$ cat config.mk
export PLATFORM = sky130hd
export DESIGN_NAME = mt_ctx_switch
export DESIGN_NICKNAME = d
export VERILOG_FILES = /design/src/rtl/mtcs_pkg.sv /design/src/rtl/mtcs_ctx_rf.sv /design/src/rtl/mtcs_pc_bank.sv /design/src/rtl/mtcs_sched.sv /design/src/rtl/mt_ctx_switch.sv
export SDC_FILE = /design/constraint.sdc
export NUM_CORES = 2
export LEC_CHECK = 0
export ABC_AREA = 1
export ABC_CLOCK_PERIOD_IN_PS = 2500
export BUFFER_PORTS_ARGS = -buffer_cell sky130_fd_sc_hd__buf_2
export CORE_MARGIN = 2
export CORE_UTILIZATION = 45
export CTS_CLUSTER_SIZE = 10
export DETAILED_ROUTE_END_ITERATION = 6
export PLACE_DENSITY_LB_ADDON = 0.3
export SLEW_MARGIN = 20
export SYNTH_ARGS = -nofsm -noshare
export SYNTH_HDL_FRONTEND = slang
export SYNTH_SLANG_ARGS = --single-unit
$ cat constraint.sdc
create_clock -name clk -period 2.5 [get_ports clk]
set_input_delay 0.625 -clock clk [delete_from_list [all_inputs] [get_ports clk]]
set_output_delay 0.625 -clock clk [all_outputs]
set_load 0.1 [all_outputs]
$ cat src/rtl/mtcs_pkg.sv
package mtcs_pkg;
    typedef enum logic [1:0] {
        ST_IDLE  = 2'd0,
        ST_ISSUE = 2'd1,
        ST_HOLD  = 2'd2
    } sched_st_t;
endpackage

$ cat src/rtl/mtcs_ctx_rf.sv
module mtcs_ctx_rf #(
    parameter int NTHR = 4,
    parameter int NREG = 8,
    parameter int DW   = 32
) (
    input  logic                    clk,
    input  logic                    rst,
    input  logic [$clog2(NTHR)-1:0] rd_tid,
    input  logic [$clog2(NREG)-1:0] rd_a_idx,
    input  logic [$clog2(NREG)-1:0] rd_b_idx,
    output logic [DW-1:0]           rd_a_data,
    output logic [DW-1:0]           rd_b_data,
    input  logic                    wr_en,
    input  logic [$clog2(NTHR)-1:0] wr_tid,
    input  logic [$clog2(NREG)-1:0] wr_idx,
    input  logic [DW-1:0]           wr_data
);
    localparam int TW    = $clog2(NTHR);
    localparam int RW    = $clog2(NREG);
    localparam int DEPTH = NTHR * NREG;
    localparam int AW    = $clog2(DEPTH);
    localparam int NRD   = 2;

    function automatic logic [AW-1:0] slot(input logic [TW-1:0] t, input logic [RW-1:0] r);
        slot = AW'(int'(t) * NREG + int'(r));
    endfunction

    logic [DW-1:0] mem [DEPTH];
    logic [NRD-1:0][RW-1:0] port_idx;
    logic [NRD-1:0][DW-1:0] port_data;

    assign port_idx[0] = rd_a_idx;
    assign port_idx[1] = rd_b_idx;
    assign rd_a_data   = port_data[0];
    assign rd_b_data   = port_data[1];

    always_ff @(posedge clk) begin
        if (rst) begin
            for (int i = 0; i < DEPTH; i++) mem[i] <= '0;
        end else if (wr_en) begin
            mem[slot(wr_tid, wr_idx)] <= wr_data;
        end
    end

    generate
        for (genvar p = 0; p < NRD; p++) begin : g_rd
            logic hit;
            assign hit = wr_en && (wr_tid == rd_tid) && (wr_idx == port_idx[p]);
            always_comb begin
                if (hit) port_data[p] = wr_data;
                else     port_data[p] = mem[slot(rd_tid, port_idx[p])];
            end
        end
    endgenerate


    stored_value_chk: assert property (@(posedge clk) disable iff (rst)
        ($past(wr_en) && !$past(rst) && !wr_en && rd_tid == $past(wr_tid) && rd_a_idx == $past(wr_idx))
        |-> rd_a_data == $past(wr_data));

    bypass_chk: assert property (@(posedge clk) disable iff (rst)
        (wr_en && wr_tid == rd_tid && wr_idx == rd_b_idx) |-> rd_b_data == wr_data);
endmodule

$ cat src/rtl/mtcs_pc_bank.sv
module mtcs_pc_bank #(
    parameter int NTHR = 4,
    parameter int PCW  = 32
) (
    input  logic                    clk,
    input  logic                    rst,
    input  logic [NTHR*PCW-1:0]     start_pc,
    input  logic                    pc_wr_en,
    input  logic [$clog2(NTHR)-1:0] pc_wr_tid,
    input  logic [PCW-1:0]          pc_wr_val,
    input  logic [$clog2(NTHR)-1:0] rd_tid,
    output logic [PCW-1:0]          pc_out
);
    localparam int TW = $clog2(NTHR);

    logic [PCW-1:0] pc_q [NTHR];

    generate
        for (genvar t = 0; t < NTHR; t++) begin : g_pc
            always_ff @(posedge clk) begin
                if (rst)
                    pc_q[t] <= start_pc[t*PCW +: PCW];
                else if (pc_wr_en && pc_wr_tid == TW'(t))
                    pc_q[t] <= pc_wr_val;
            end
        end
    endgenerate

    assign pc_out = pc_q[rd_tid];


    pc_write_chk: assert property (@(posedge clk) disable iff (rst)
        ($past(pc_wr_en) && !$past(rst) && rd_tid == $past(pc_wr_tid))
        |-> pc_out == $past(pc_wr_val));
endmodule

$ cat src/rtl/mtcs_sched.sv
module mtcs_sched
    import mtcs_pkg::*;
#(
    parameter int NTHR = 4
) (
    input  logic                    clk,
    input  logic                    rst,
    input  logic                    mode_coarse,
    input  logic [NTHR-1:0]         thr_ready,
    input  logic [NTHR-1:0]         thr_long_stall,
    output logic [$clog2(NTHR)-1:0] ctx_ptr,
    output logic                    issue_valid
);
    localparam int TW = $clog2(NTHR);

    sched_st_t     state_q, state_d;
    logic [TW-1:0] ptr_q, ptr_d;
    logic [NTHR-1:0] elig;
    logic          pick_found;
    logic [TW-1:0] pick_tid;

    assign elig = thr_ready & ~thr_long_stall;

    // Round-robin search after the current thread; coarse mode leaves the
    // current thread out because it only searches when that thread stalls.
    always_comb begin
        logic [TW-1:0] cand;
        int lim;
        lim        = mode_coarse ? NTHR - 1 : NTHR;
        pick_found = 1'b0;
        pick_tid   = ptr_q;
        for (int k = 1; k <= NTHR; k++) begin
            cand = TW'((int'(ptr_q) + k) % NTHR);
            if (k <= lim && !pick_found && elig[cand]) begin
                pick_found = 1'b1;
                pick_tid   = cand;
            end
        end
    end

    // Next state: GO_ISSUE, GO_IDLE or GO_HOLD from any state.
    always_comb begin
        state_d = ST_IDLE;
        ptr_d   = ptr_q;
        if (!mode_coarse || thr_long_stall[ptr_q]) begin
            if (pick_found) begin
                state_d = ST_ISSUE;
                ptr_d   = pick_tid;
            end else begin
                state_d = ST_IDLE;
            end
        end else if (thr_ready[ptr_q]) begin
            state_d = ST_ISSUE;
        end else begin
            state_d = ST_HOLD;
        end
    end

    // State register.
    always_ff @(posedge clk) begin
        if (rst) begin
            state_q <= ST_IDLE;
            ptr_q   <= '0;
        end else begin
            state_q <= state_d;
            ptr_q   <= ptr_d;
        end
    end

    // Outputs.
    always_comb begin
        unique case (state_q)
            ST_IDLE:  issue_valid = 1'b0;
            ST_ISSUE: issue_valid = 1'b1;
            ST_HOLD:  issue_valid = 1'b0;
            default:  issue_valid = 1'b0;
        endcase
    end
    assign ctx_ptr = ptr_q;


    reset_state_chk: assert property (@(posedge clk) disable iff (rst)
        $past(rst) |-> (!issue_valid && ctx_ptr == '0));

    fine_issue_chk: assert property (@(posedge clk) disable iff (rst)
        (!mode_coarse && (thr_ready & ~thr_long_stall) != '0) |=> issue_valid);

    fine_none_chk: assert property (@(posedge clk) disable iff (rst)
        (!mode_coarse && (thr_ready & ~thr_long_stall) == '0) |=> (!issue_valid && $stable(ctx_ptr)));

    coarse_stay_chk: assert property (@(posedge clk) disable iff (rst)
        (mode_coarse && !thr_long_stall[ctx_ptr]) |=> $stable(ctx_ptr));

    coarse_switch_chk: assert property (@(posedge clk) disable iff (rst)
        (mode_coarse && thr_long_stall[ctx_ptr]) |=> (!$stable(ctx_ptr) || !issue_valid));
endmodule

$ cat src/rtl/mt_ctx_switch.sv
module mt_ctx_switch #(
    parameter int NTHR = 4,
    parameter int NREG = 8,
    parameter int DW   = 32,
    parameter int PCW  = 32
) (
    input  logic                    clk,
    input  logic                    rst,
    input  logic                    mode_coarse,
    input  logic [NTHR-1:0]         thr_ready,
    input  logic [NTHR-1:0]         thr_long_stall,
    input  logic [NTHR*PCW-1:0]     start_pc,
    output logic                    issue_valid,
    output logic [$clog2(NTHR)-1:0] issue_tid,
    output logic [PCW-1:0]          issue_pc,
    input  logic [$clog2(NREG)-1:0] rd_a_idx,
    output logic [DW-1:0]           rd_a_data,
    input  logic [$clog2(NREG)-1:0] rd_b_idx,
    output logic [DW-1:0]           rd_b_data,
    input  logic                    wr_en,
    input  logic [$clog2(NTHR)-1:0] wr_tid,
    input  logic [$clog2(NREG)-1:0] wr_idx,
    input  logic [DW-1:0]           wr_data,
    input  logic                    pc_wr_en,
    input  logic [$clog2(NTHR)-1:0] pc_wr_tid,
    input  logic [PCW-1:0]          pc_wr_val
);
    localparam int TW = $clog2(NTHR);

    logic [TW-1:0] ctx_ptr;

    mtcs_sched #(.NTHR(NTHR)) u_sched (
        .clk(clk), .rst(rst), .mode_coarse(mode_coarse),
        .thr_ready(thr_ready), .thr_long_stall(thr_long_stall),
        .ctx_ptr(ctx_ptr), .issue_valid(issue_valid)
    );

    mtcs_ctx_rf #(.NTHR(NTHR), .NREG(NREG), .DW(DW)) u_rf (
        .clk(clk), .rst(rst), .rd_tid(ctx_ptr),
        .rd_a_idx(rd_a_idx), .rd_b_idx(rd_b_idx),
        .rd_a_data(rd_a_data), .rd_b_data(rd_b_data),
        .wr_en(wr_en), .wr_tid(wr_tid), .wr_idx(wr_idx), .wr_data(wr_data)
    );

    mtcs_pc_bank #(.NTHR(NTHR), .PCW(PCW)) u_pc (
        .clk(clk), .rst(rst), .start_pc(start_pc),
        .pc_wr_en(pc_wr_en), .pc_wr_tid(pc_wr_tid), .pc_wr_val(pc_wr_val),
        .rd_tid(ctx_ptr), .pc_out(issue_pc)
    );

    assign issue_tid = ctx_ptr;
endmodule

==> results.md <==
* Root Driver: clkbuf_16
* Peak VDD IR at 1.00 mV
* Synthesized-area fraction occupied by ao, oa, aoi and oai cells at 0.141
* CP max stage cell: dfxtp_4
* Synth Area in Adders at 0
* Synth warn at 0
* R2r setup slk at 0.76 ns
* Worst path top cell family by delay: simple AND/OR/NAND/NOR gates
* Crit start category: flop
* Largest family of logic cells by synthesized area: simple AND/OR/NAND/NOR gates
* RSZ-0062 raised after global routing: true
* First-pass GRT wire length at 363000 µm
* Core footprint at 0.140 mm²
* Max Cap Viol at 0
* # rows at 137
* WP data required at 1.88 ns
* Post-synthesis simple-gate area fraction at 0.223
* Max incr delay on CP at 0.37 ns
* Top Ports at 317
* Slew Limit Fails at 0
* Fill count at 11752
* CTS H-tree lvls at 4
* Sinks on Clock Net at 1158
* Power density cells at 870 mW/mm²
* Post-route cell area at 0.0799 mm²
* Vias at 60664
* Failing checks: setup timing
* Most common cell after layout, fill and taps aside: edfxtp_1
* Reg clk slew, reported paths at 0.05 ns
* Vias in the first global route at 56236
* Clk_skew at 0.0165 ns
* Crit path depth at 11
* Initial antenna violation count at 13
* Initial drt markers at 10258
* CP bufs+invs at 4
* Num CTS Buffers at 140
* Most frequent cells in the layout: edfxtp_1 (1152), nor2_1 (1129), nand2_1 (943)
* Synth Register Bits at 1158
* Seq/Total Area, Yosys at 0.549
* Fmax at 301 MHz
* R2R Path End: u_sched.ctx_ptr[1]
* Largest cells by area after synthesis: edfxtp_1 (55%), nor2_1 (7.8%), nand3_1 (7.6%)
* Most used cell, CP: buf_12
* Count of cell types in the netlist at 27
* Effective utilization at floorplan at 0.453
* DP Area at 0.0733 mm²
* Worst Reg-to-Reg Cells at 12
* Biggest area consumer among synthesized cells: edfxtp_1
* Syn Inst Count at 7377
* # nets final at 7970
* Final Hold Viols at 0
* Hold WC Path Type: input port to flop
* Kind of critical path: flop to output pin
* Overall routed net length at 259000 µm
* Crit share post-route at 1.33
* Share of the synthesized area in the top cell type at 0.547
* Die ar. at 0.144 mm²
* Crit-path cells: inv_4 -> buf_12 -> o21ai_2 -> nor2_1 -> o21ai_1 -> or2_4 -> buf_12 -> nand2_1 -> nor2_2 -> nor2_4 -> buf_12
* Run status: complete, but fails checks
* Final global-route overflow total at 0
* Synth Area per Inst at 8.57 µm²
* Die width at 379 µm
* Die Span Y at 379 µm
* Setup WS post-layout at -0.819 ns
* Critical Path Fanout Max at 26
* Layout cell share with drive strength beyond 1 at 0.205
* Minimum clock period at 3.32 ns
* CP Capture Type: output pin
* Critical path startpoint: u_sched.ctx_ptr[1]
* Final setup fails at 96
* DPL Wire Length at 154000 µm
* GR Util All Layers at 0.344
* Final ANT Viol Nets at 0
* Syn nets at 7595
* Worst r2r src: u_sched.ctx_ptr[1]
* Vias per Instance at 6.25
* Port-buffer cells at 316
* Arrival time worst endpoint at 2.69 ns
* Total leakage power at 32.3 nW
* Area growth from synthesis to layout at 26.3%
* Drt first pass iters at 7
* Netlist Area Pre-Place at 0.0632 mm²
* Worst hold slack at 0.116 ns
* TritonCTS clock tree: yes
* Residual DRC count at 0
* CTS max path bufs at 3
* End of the critical path: rd_b_data[25]
* Measured slew at the worst slew-check pin at 0.748 ns
* DR WL/cell at 26.7 µm
* Xor and xnor fraction of the mapped netlist area at 0.000831
* Worst-Skew Late Latency at 0.79 ns
* Slew headroom at 0.501
* Largest net degree at the start of global routing at 65
* Mux contribution to synthesized area at 0
* Routability Congestion at 0.933
## worst min path at each step
stage	from	end	slack [ns]	cells after the start
3_3_place_gp	u_sched.ctx_ptr[0]	flop	0.80	4
5_1_grt	start_pc[8]	u_pc.pc_q[0][8]	0.10	3
2_1_floorplan	rst	u_sched.ctx_ptr[0]	0.69	1
4_1_cts	start_pc[8]	u_pc.pc_q[0][8]	0.08	3
3_5_place_dp	u_sched.ctx_ptr[0]	flop	0.80	4
6_report	start_pc[8]	u_pc.pc_q[0][8]	0.12	3
## per-stage QoR
stage / utilization / setup slack (ns) / setup TNS [ns] / cells / total power, mW
after floorplan: - / -0.279 / -17.62 / 7377 / 38.0
after global routing: 0.572 / -0.901 / -63.95 / 9697 / 71.1
after detailed placement: 0.525 / -0.682 / -32.61 / 9438 / 47.8
after global placement: 0.525 / -0.619 / -31.07 / 9438 / 47.6
after CTS: 0.559 / -0.850 / -56.42 / 9650 / 67.1
final: 0.572 / -0.819 / -56.82 / 9700 / 69.5
## tightest hold or removal path, stage by stage
cell	delay, ns
buf_2	0.07
nand2_1	0.04
o21ai_0	0.05
## repair_timing
item / 4_1_cts / 5_1_grt
cloned: 3 / 23
hold buffers: 0 / 0
hold endpoints to repair: 0 / 0
endpoints found under the setup margin: 96 / 96
buffers inserted: 3 / 22
pin swaps: 31 / 30
resized for setup: 184 / 285
## flip-flops by register name (all words and copies together), names as in the netlist, named ones only
signal and count:
u_rf.mem 1024, u_pc.pc_q 128, u_sched.ctx_ptr 2, u_sched.state_q 2
## cell usage after synthesis
cell type  count
xnor2_1        6
a21oi_1      358
buf_2        217
buf_4         13
dfxtp_1        6
buf_1         28
o21ai_0      552
and2_1         1
or2_2         27
o31ai_1        1
nor2_1      1319
inv_1        641
clkinv_1       2
nor3_1        10
nand2_1     1064
nand3_1      965
buf_6         27
edfxtp_1    1152
or2_1          7
o211ai_2       9
nand4_1        4
o21ai_1        1
nor3_2         2
o22ai_1       33
inv_2          3
o211ai_1     533
clkbuf_1     396
## per-layer routing
layer | global-route usage | share of wire | up-vias
li1 | - | - | 26014
met1 | 0.453 | 0.35 | 28618
met2 | 0.507 | 0.43 | 4952
met3 | 0.0966 | 0.16 | 1070
met4 | 0.198 | 0.065 | 10
met5 | 0 | 0.00029 | -
## final cells by class
| cell class | count | area, µm² | share of cell area |
|---|---|---|---|
| Sequential cell | 1158 | 34700 | 0.435 |
| Multi-Input combinational cell | 4892 | 25600 | 0.320 |
| Timing Repair Buffer | 914 | 10700 | 0.134 |
| Clock buffer | 180 | 3760 | 0.0471 |
| Inverter | 646 | 2460 | 0.0309 |
| Tap cell | 1876 | 2350 | 0.0294 |
| Clock inverter | 26 | 277 | 0.00346 |
| Antenna cell | 8 | 20.0 | 0.000251 |
## power breakdown
group          total [mW]  internal [mW]  switching (mW)
Clock                18.8           10.7            8.10
Sequential           23.1           22.6           0.525
Combinational        27.6           9.45            18.1
Total                69.5           42.7            26.7
## logic make-up (layout without fill, tap and decap cells)
kind of cell / Yosys count / in the layout
buffers and inverters: 1327 / 1766
AO/OA/AOI/OAI: 1487 / 1487
flip-flops: 1158 / 1158
AND/OR/NAND/NOR: 3399 / 3399
XOR/XNOR: 6 / 6
other: 0 / 8
(Power assumes the default switching activity.)
